### src/rtl/ssg_pkg.sv
package ssg_pkg;
    typedef enum logic [1:0] {
        LN_IDLE  = 2'd0,
        LN_ARMED = 2'd1,
        LN_LIVE  = 2'd2
    } lane_state_t;
endpackage

### src/rtl/ssg_ctrl_regs.sv
module ssg_ctrl_regs #(
    parameter int NUM_STREAMS = 4
) (
    input  logic                   clk,
    input  logic                   rst_n,
    input  logic                   run_wr_en,
    input  logic [NUM_STREAMS-1:0] run_wr_data,
    input  logic                   hold_wr_en,
    input  logic [NUM_STREAMS-1:0] hold_wr_data,
    output logic [NUM_STREAMS-1:0] run_q,
    output logic [NUM_STREAMS-1:0] run_nxt,
    output logic [NUM_STREAMS-1:0] hold_q,
    output logic [NUM_STREAMS-1:0] hold_nxt
);
    always_comb begin
        run_nxt  = run_wr_en  ? run_wr_data  : run_q;
        hold_nxt = hold_wr_en ? hold_wr_data : hold_q;
    end

    always_ff @(posedge clk) begin
        if (!rst_n) begin
            run_q  <= '0;
            hold_q <= '0;
        end else begin
            run_q  <= run_nxt;
            hold_q <= hold_nxt;
        end
    end

    AST_HOLD_ONLY_ON_WRITE: assert property (@(posedge clk) disable iff (!rst_n)
        !hold_wr_en |=> $stable(hold_q));
    AST_RUN_ONLY_ON_WRITE: assert property (@(posedge clk) disable iff (!rst_n)
        !run_wr_en |=> $stable(run_q));
endmodule

### src/rtl/ssg_lane_fsm.sv
module ssg_lane_fsm
    import ssg_pkg::*;
(
    input  logic clk,
    input  logic rst_n,
    input  logic frame_start,
    input  logic run_q,
    input  logic run_nxt,
    input  logic hold_nxt,
    output logic link_on
);
    lane_state_t state_q, state_d;

    always_ff @(posedge clk) begin
        if (!rst_n) state_q <= LN_IDLE;
        else        state_q <= state_d;
    end

    always_comb begin
        state_d = state_q;
        unique case (state_q)
            LN_IDLE:  if (run_nxt) state_d = LN_ARMED;
            LN_ARMED: begin
                if (!run_nxt)                     state_d = LN_IDLE;
                else if (frame_start && !hold_nxt) state_d = LN_LIVE;
            end
            LN_LIVE: begin
                if (!run_nxt)                     state_d = LN_IDLE;
                else if (frame_start && hold_nxt)  state_d = LN_ARMED;
            end
            default: state_d = LN_IDLE;
        endcase
    end

    always_comb begin
        unique case (state_q)
            LN_LIVE: link_on = 1'b1;
            default: link_on = 1'b0;
        endcase
    end

    AST_LIVE_NEEDS_RUN: assert property (@(posedge clk) disable iff (!rst_n)
        link_on |-> run_q);
    AST_START_ON_FRAME: assert property (@(posedge clk) disable iff (!rst_n)
        $rose(link_on) |-> $past(frame_start));
    AST_STOP_ON_FRAME_OR_DROP: assert property (@(posedge clk) disable iff (!rst_n)
        $fell(link_on) |-> ($past(frame_start) || !run_q));
    AST_NO_LIVE_WHILE_HELD: assert property (@(posedge clk) disable iff (!rst_n)
        (frame_start && hold_nxt) |=> !link_on);
endmodule

### src/rtl/ssg_ready_agg.sv
module ssg_ready_agg #(
    parameter int NUM_STREAMS = 4
) (
    input  logic [NUM_STREAMS-1:0] hold_q,
    input  logic [NUM_STREAMS-1:0] fifo_ready,
    output logic                   all_ready
);
    logic [NUM_STREAMS-1:0] lane_ok;

    for (genvar i = 0; i < NUM_STREAMS; i++) begin : g_ok
        assign lane_ok[i] = !hold_q[i] || fifo_ready[i];
    end

    assign all_ready = &lane_ok;
endmodule

### src/rtl/stream_sync_gate.sv
module stream_sync_gate #(
    parameter int NUM_STREAMS = 4
) (
    input  logic                   clk,
    input  logic                   rst_n,
    input  logic                   frame_start,
    input  logic                   run_wr_en,
    input  logic [NUM_STREAMS-1:0] run_wr_data,
    input  logic                   hold_wr_en,
    input  logic [NUM_STREAMS-1:0] hold_wr_data,
    input  logic [NUM_STREAMS-1:0] fifo_ready,
    output logic [NUM_STREAMS-1:0] dma_fetch_en,
    output logic [NUM_STREAMS-1:0] link_active,
    output logic                   all_held_ready
);
    logic [NUM_STREAMS-1:0] run_q, run_nxt, hold_q, hold_nxt;

    ssg_ctrl_regs #(.NUM_STREAMS(NUM_STREAMS)) u_regs (
        .clk          (clk),
        .rst_n        (rst_n),
        .run_wr_en    (run_wr_en),
        .run_wr_data  (run_wr_data),
        .hold_wr_en   (hold_wr_en),
        .hold_wr_data (hold_wr_data),
        .run_q        (run_q),
        .run_nxt      (run_nxt),
        .hold_q       (hold_q),
        .hold_nxt     (hold_nxt)
    );

    for (genvar i = 0; i < NUM_STREAMS; i++) begin : g_lane
        ssg_lane_fsm u_fsm (
            .clk         (clk),
            .rst_n       (rst_n),
            .frame_start (frame_start),
            .run_q       (run_q[i]),
            .run_nxt     (run_nxt[i]),
            .hold_nxt    (hold_nxt[i]),
            .link_on     (link_active[i])
        );
    end

    ssg_ready_agg #(.NUM_STREAMS(NUM_STREAMS)) u_agg (
        .hold_q     (hold_q),
        .fifo_ready (fifo_ready),
        .all_ready  (all_held_ready)
    );

    assign dma_fetch_en = run_q;

    AST_FETCH_DROPS_ON_CLEAR: assert property (@(posedge clk) disable iff (!rst_n)
        (run_wr_en && !run_wr_data[0]) |=> (!dma_fetch_en[0] && !link_active[0]));
    AST_FETCH_FOLLOWS_WRITE: assert property (@(posedge clk) disable iff (!rst_n)
        run_wr_en |=> (dma_fetch_en == $past(run_wr_data)));
endmodule

### config.mk
export PLATFORM = sky130hd
export DESIGN_NAME = stream_sync_gate
export DESIGN_NICKNAME = d
export VERILOG_FILES = /design/src/rtl/ssg_pkg.sv /design/src/rtl/ssg_ctrl_regs.sv /design/src/rtl/ssg_lane_fsm.sv /design/src/rtl/ssg_ready_agg.sv /design/src/rtl/stream_sync_gate.sv
export SDC_FILE = /design/constraint.sdc
export NUM_CORES = 1
export LEC_CHECK = 0
export ABC_AREA = 1
export BUFFER_PORTS_ARGS = -buffer_cell sky130_fd_sc_hd__buf_4
export CAP_MARGIN = 20
export CORE_MARGIN = 2
export CORE_UTILIZATION = 46
export CTS_CLUSTER_SIZE = 14
export DETAILED_ROUTE_END_ITERATION = 10
export PLACE_DENSITY = 0.74
export SYNTH_ARGS = -nofsm -noshare
export SYNTH_HDL_FRONTEND = slang
export SYNTH_SLANG_ARGS = --single-unit
### constraint.sdc
create_clock -name clk -period 0.9 [get_ports clk]
set_input_delay 0.09 -clock clk [delete_from_list [all_inputs] [get_ports clk]]
set_output_delay 0.09 -clock clk [all_outputs]
set_load 0.05 [all_outputs]
# == After elaboration in Yosys (flattened, before gate mapping) ==
# Index checks and enable logic that the tools add are counted.
# totals
output_inout_bits,9
latch_bits,0
word_cells,85
romBits,0
ramBits,0
in_bits,17
n_memories,0
ff_bits,16
# classes
n_mux,30
reduce_logical,29
order_cmp,0
div,0
n_eq_ne,20
multipliers,0
bitwise_logic,0
addsub,0
shift,0
# op_table
operator,n
2-bit 2-to-1 mux,20
3-bit by 2-bit != test with 1-bit output (second input constant),8
2-bit one-hot mux with 3 select lines,4
3-bit AND reduction,4
2-bit by 1-bit equality test with 1-bit output (second input constant),4
2-bit equality test (second input constant),4
1-bit logical AND,8
1-bit logical NOT,8
2-bit logical NOT,4
4-bit 2-to-1 mux,2
2-bit != test (second input constant),4
1-bit logical OR,4
1-bit 2-to-1 mux,4
4-bit AND reduction,1

# == Longest topological paths before layout ==
# Gate-level depths: netlist of run 1.
# depth
ltp_word,6
ltp_mapped,8
depth_no_buf,8

# == Cells and area by module ==
# A second synthesis of run 1 with hierarchy kept.
# hier_totals
cells_unflattened,146
hier_area_um2,883.3
# modules_own_cells
mod,seq_area_each_um2,cells_each,area_each_um2,n_inst
ssg_lane_fsm,40.0,17,115.1,4
ssg_ctrl_regs,160.2,67,381.6,1
ssg_ready_agg,0.0,11,41.3,1

# == Worst setup path after synthesis of run 1 ==
# OpenSTA, ideal clock, no wires.
# synth_timing
path_type,register to output
from,register u_regs.hold_q[3]
to,output all_held_ready
required_time_ns,0.810
n_path_buf,0
path_stages_with_launch,4
setup_slack_ns,-0.247
arrival_time_ns,1.057
cell_sequence,dfxtp_1 > inv_1 > o22ai_1 > nor2_1
# synth_between
elab_chain_cells,3
# synth_lines
element,line,text
start: declaration,ssg_ctrl_regs.sv:12,"output logic [NUM_STREAMS-1:0] hold_q,"
start signal: assignment,ssg_ctrl_regs.sv:26,hold_q <= hold_nxt;
1-bit logical NOT,ssg_ready_agg.sv:11,assign lane_ok[i] = !hold_q[i] || fifo_ready[i];
1-bit logical OR,ssg_ready_agg.sv:11,
4-bit AND reduction,ssg_ready_agg.sv:14,assign all_ready = &lane_ok;
end: declaration,stream_sync_gate.sv:14,output logic all_held_ready
# No other way between the ends.

# == Worst setup path in the final report of run 1 ==
# layout_timing
from,register u_regs.hold_q[1]
to,output all_held_ready
# Same word-level chain as after synthesis.

==> metrics.txt, run 1 <==
drt first pass iters=4; Gate Count Post-Synth=153; remaining global-route overflow=0; RSZ-0062 raised after global routing=true; later-pin clock latency in the skew report=0.28 ns; slowest CP cell=dfxtp_2; die height=50.5 um; Fill cells=152; Min Clock Period, post-route=1.12 ns; Top Family by Delay on Critical Path=flip-flops; most common cell after layout, fill and taps aside=nand2_1; post-layout util=73.0%; Final Hold Vio Count=0; final setup vio count=12; Layout Nets=199; Rel. slew slack=80.9%; crit end category=primary output; syn_nets=170; drc violations=0; number of I/O pins=26; Sw Share=33.6%; H-tree Lvls=1; initial antenna violation count=0; Critical Path, Cell by Cell=inv_2, o22ai_4, nor2_4, buf_8; Comb power frac=33.8%; ANT nets after route=0; worst-case clock buffer depth=2; Seq pwr share=44.5%; worst path arrival time=1.03 ns; CP Max Fanout=2; DRT iter0 DRCs=16; via-per-instance ratio=4.76; starting density of the core=49.7%; f_max=891 MHz; global-route wire length before repair=3730 um; Hold Path Class=input pin to flip-flop; clk sinks=16; GR met3 Demand/Resource=2.98%; clk root buf=clkbuf_4; synth unique cells=15; met2 usage=35.3%; clock skew=0.000371 ns; Placement Setup Slack=-0.0606 ns; most frequent cells in the layout=nand2_1 (35), buf_4 (23), nand2_2 (20), inv_2 (16), dfxtp_2 (12); setup TNS after final layout=-1.10 ns; crit start category=flip-flop; share of cells above drive strength 1=63.3%; CP Class=flip-flop to primary output; register area share after synthesis=32.2%; Max Cap Viol=0; fin. max-slew vios=0; Num CTS Buffers=3; gr usage total=18.9%; largest net degree at the start of global routing=14; Mapped Avg Cell Area=6.50 um2; switching power total=592 uW; pwr/cell area=1210 nW/um2; n_diodes=0; Power Internal=1.17 mW; routed wire length per instance=10.9 um; area of the core=2000 um2; DIE WIDTH=50.5 um; Max VDD drop=0.956 mV; # hold bufs at CTS=0; met1 Use GR=22.0%; Site Rows=16; slew of the pin with the lowest slew margin=0.286 ns; Routed WL=2260 um; Layout area overhead=46.9%; YS warnings=0; Worst path max stage delay=0.34 ns; worst path bufs/invs=2; run status=complete, but fails checks; Total Power=1.76 mW; Worst-path clk slew=0.10 ns; WP data required=0.81 ns; synthesized cell area=995 um2; # port buffers=25; Clock Power Share=21.7%; vias in the first global route=936; period utilization=125%; worst setup slack after layout=-0.222 ns; busiest grt layer=met2; total via count in the routed design=986; post-DP HPWL=1540 um; violated checks=setup timing; CTS tree=done; routability congestion estimate=0.814; leakage=0.736 nW; die area=2550 um2; #FFs+latches synth=16
worst reg2reg max path, cell delays in order (launching register included):
cell,delay (ns)
dfxtp_2,0.36
inv_2,0.06
nand2_2,0.06
nand2_2,0.06
nor2_2,0.11
nand2_2,0.09
nand3_2,0.08
nand2_2,0.05
nor2_2,0.06
sequential cells by signal, summed over array words and instances (netlist names):
signal,cells
u_regs.hold_q,4
g_lane.u_fsm.state_q,8
u_regs.run_q,4
Yosys cell counts:
master    number  share of area (%)
a21oi_1        8                4.0
buf_4          8                6.0
buf_6          1                1.1
clkbuf_1       1               0.38
clkbuf_8       1                1.4
dfxtp_1       16                 32
inv_1         27                 10
nand2_1       51                 19
nand2_2        5                3.1
nand3_1        4                2.0
nand3_2        8                8.1
nor2_1        13                4.9
nor2_2         4                2.5
o21ai_2        4                3.5
o22ai_1        2                1.3
timing repair:
item                                    in CTS  in global routing
hold endpoints to repair                     0                  0
setup buffers                                3                  0
pin swaps                                   10                 11
endpoints found under the setup margin      17                 16
resized for setup                           56                 28
layer usage:
layer | share of wire, % | wire length, um
met4 | 1.1 | 25
met3 | 4.7 | 106
met5 | 0 | 0
met1 | 41 | 930
met2 | 53 | 1200
per-stage QoR:
stage          area, um2  hold slack (ns)  cells
4_1_cts             1370           0.0858    207
2_1_floorplan       1000            0.276    153
5_1_grt             1460           0.0907    207
3_3_place_gp        1190            0.394    201
6_report            1460           0.0892    207
3_5_place_dp        1190            0.398    201
kinds of logic after synthesis:
group / count (synthesis) / share of synthesized area [%]
compound gates: 14 / 8.80
buf+inv: 38 / 19.1
flops: 16 / 32.2
simple gates: 85 / 39.9
cell type report:
type                            instances  area (um2)  area share [%]
Multi-Input combinational cell         99         631            43.2
Sequential cell                        16         339            23.2
Timing Repair Buffer                   35         334            22.9
Inverter                               27         101            6.93
Tap cell                               27        33.8            2.31
Clock buffer                            3        22.5            1.54
worst paths after layout:
check | to | slack [ns] | cells past startpoint | from
max | all_held_ready | -0.22 | 4 | u_regs.hold_q[1]
min | g_lane[2].u_fsm.state_q[0] | 0.09 | 3 | rst_n
max reg2reg | g_lane[2].u_fsm.state_q[0] | -0.07 | 8 | u_regs.run_q[2]
min reg2reg | u_regs.hold_q[2] | 0.53 | 2 | u_regs.hold_q[2]
power by group through the flow:
stage	Combinational (mW)	Clock, mW	Sequential, mW
final	0.596	0.382	0.784
after global routing	0.647	0.407	0.789
after CTS	0.540	0.387	0.782
after detailed placement	0.456	0	0.784
after global placement	0.448	0	0.782
after floorplan	0.330	0	0.779
(Power assumes the default switching activity.)
==> inputs of run 2 (changes only) <==
- CORE_UTILIZATION: 46 -> 32
- PLACE_DENSITY: 0.74 -> unset
==> run 2 against run 1 <==
  * The flow still finishes with violations (setup timing)
  * Worst setup slack worse by 0.0092 ns
  * Non-clock buffer count is 2 higher
  * First-iteration DRC count down 13%
  * Cell area is 3.5% higher
  * Maximum frequency is 0.82% lower
  * Critical path depth unchanged
  * Sequential cell count unchanged
  * Largest cell class unchanged
==> metrics.txt, run 2 (same netlist as run 1, synthesis figures left out) <==
area of the core=3000 um2 (was 2000 um2); post-DP HPWL=1690 um (was 1540 um); n_diodes=0 (unchanged); most frequent cells in the layout=nand2_1 (34), buf_4 (23), nand2_2 (19), inv_2 (14), dfxtp_2 (13) (was nand2_1 (35), buf_4 (23), nand2_2 (20), inv_2 (16), dfxtp_2 (12)); Placement Setup Slack=-0.0858 ns (was -0.0606 ns); fin. max-slew vios=0 (unchanged); final setup vio count=16 (was 12); clk sinks=16 (unchanged); Max Cap Viol=0 (unchanged); largest net degree at the start of global routing=14 (unchanged); CP Max Fanout=2 (unchanged); die area=3570 um2 (was 2550 um2); FF-to-FF path depth=8 (unchanged); Critical R2R Capture=g_lane[3].u_fsm.state_q[0] (was g_lane[2].u_fsm.state_q[0]); remaining global-route overflow=0 (unchanged); DRT iter0 DRCs=14 (was 16); Worst R2R Setup Slack=-0.09 ns (was -0.07 ns); Final Hold Vio Count=0 (unchanged); later-pin clock latency in the skew report=0.29 ns (was 0.28 ns); crit end category=primary output (unchanged); routability congestion estimate=0.675 (was 0.814); most common cell after layout, fill and taps aside=nand2_1 (unchanged); Site Rows=20 (was 16); Worst path max stage delay=0.34 ns (about the same); Critical Path, Cell by Cell=inv_2, o22ai_4, nor2_4, buf_6 (was inv_2, o22ai_4, nor2_4, buf_8); run status=complete, but fails checks (unchanged); worst-case clock buffer depth=2 (unchanged); global-route wire length before repair=3870 um (was 3730 um); Biggest register=g_lane.u_fsm.state_q (unchanged); post-layout util=50.4% (was 73.0%); H-tree Lvls=1 (unchanged); Rel. slew slack=79.1% (was 80.9%); Layout area overhead=52.1% (was 46.9%); initial antenna violation count=0 (unchanged); # port buffers=25 (unchanged); DIE WIDTH=59.8 um (was 50.5 um); f_max=884 MHz (was 891 MHz); Num CTS Buffers=3 (unchanged); Worst-path clk slew=0.10 ns (about the same); share of cells above drive strength 1=63.4% (was 63.3%); Min Clock Period, post-route=1.13 ns (was 1.12 ns); CP Class=flip-flop to primary output (unchanged); via-per-instance ratio=4.48 (was 4.76); biggest regs=g_lane.u_fsm.state_q x8, u_regs.hold_q x4, u_regs.run_q x4 (unchanged); starting density of the core=33.1% (was 49.7%); Critical R2R Launch=u_regs.run_q[3] (was u_regs.run_q[2]); crit start category=flip-flop (unchanged); vias in the first global route=947 (was 936); Top Family by Delay on Critical Path=flip-flops (unchanged); CTS tree=done (unchanged); Layout Nets=201 (was 199); pwr/cell area=1250 nW/um2 (was 1210 nW/um2); hold path startpoint=rst_n (unchanged); RSZ-0062 raised after global routing=true (unchanged); WP data required=0.81 ns (about the same); worst setup slack after layout=-0.232 ns (was -0.222 ns); ANT nets after route=0 (unchanged); leakage=0.762 nW (was 0.736 nW); drc violations=0 (unchanged); die height=59.8 um (was 50.5 um); Hold Path Class=input pin to flip-flop (unchanged); clock skew=0.00333 ns (was 0.000371 ns); Routed WL=2310 um (was 2260 um); slew of the pin with the lowest slew margin=0.313 ns (was 0.286 ns); clk root buf=clkbuf_4 (unchanged); violated checks=setup timing (unchanged); slowest CP cell=dfxtp_2 (unchanged); period utilization=126% (was 125%); Worst Hold Endpoint=g_lane[0].u_fsm.state_q[1] (was g_lane[2].u_fsm.state_q[0]); # hold bufs at CTS=0 (unchanged); smallest hold slack=0.0801 ns (was 0.0892 ns); routed wire length per instance=10.7 um (was 10.9 um); total via count in the routed design=967 (was 986); number of I/O pins=26 (unchanged); Max VDD drop=0.556 mV (was 0.956 mV); max FFs per register=8 (unchanged); gr usage total=14.6% (was 18.9%); worst path arrival time=1.04 ns (was 1.03 ns); drt first pass iters=4 (unchanged); worst path bufs/invs=2 (unchanged); Hold Path Stages=3 (unchanged)
run 2: cell count changes in the layout (fill, tap and decap cells not counted), sizes merged:
| cell | delta |
|---|---|
| buf | +2 |
| clkbuf | +1 |
run 2: area by class of cell:
class                           instances  area [um2]
Timing Repair Buffer                   37         360
Multi-Input combinational cell         99         634
Inverter                               27         104
Sequential cell                        16         337
Tap cell                               33        41.3
Fill cell                             292        1490
Clock buffer                            4        36.3
run 2: worst min-delay path, cell delays in order:
cell and delay [ns]:
buf_4 0.15, nand2_2 0.07, a21oi_2 0.03
run 2: timing repair:
item / CTS / global route
setup buffers: 3 / 2
gates resized for setup: 57 / 30
pin swaps: 13 / 11
endpoints found under the setup margin: 17 / 18
run 2: power breakdown:
| part | internal, mW | leakage (nW) | total [mW] | switching (mW) |
|---|---|---|---|---|
| registers | 0.758 | 0.136 | 0.784 | 0.0259 |
| clock network | 0.247 | 0.0210 | 0.497 | 0.250 |
| logic | 0.272 | 0.605 | 0.615 | 0.343 |
run 2: metal layers:
layer  GRT usage (%)  share of wire [%]
met5               0                  0
met4            7.62                2.3
met3            2.81                4.4
met2            24.8                 51
met1            17.1                 42
run 2: metrics by stage:
step	instances	total power [mW]	area, um2	TNS, ns
after global placement	208	1.24	1200	-0.189
after global routing	216	2.00	1510	-2.28
after CTS	215	1.85	1410	-1.41
final	216	1.89	1510	-1.36
after floorplan	153	1.11	1000	0
after detailed placement	208	1.25	1200	-0.463
run 2: how the worst max path moves through the flow:
stage / from / to / slack (ns) / depth (start not counted)
6_report: u_regs.hold_q[0] / all_held_ready / -0.23 / 4
5_1_grt: u_regs.hold_q[0] / all_held_ready / -0.28 / 4
4_1_cts: u_regs.hold_q[1] / all_held_ready / -0.25 / 4
3_5_place_dp: run_wr_en / g_lane[2].u_fsm.state_q[0] / -0.09 / 9
3_3_place_gp: u_regs.run_q[2] / g_lane[2].u_fsm.state_q[0] / -0.06 / 8
2_1_floorplan: u_regs.run_q[1] / g_lane[1].u_fsm.state_q[0] / 0.04 / 8
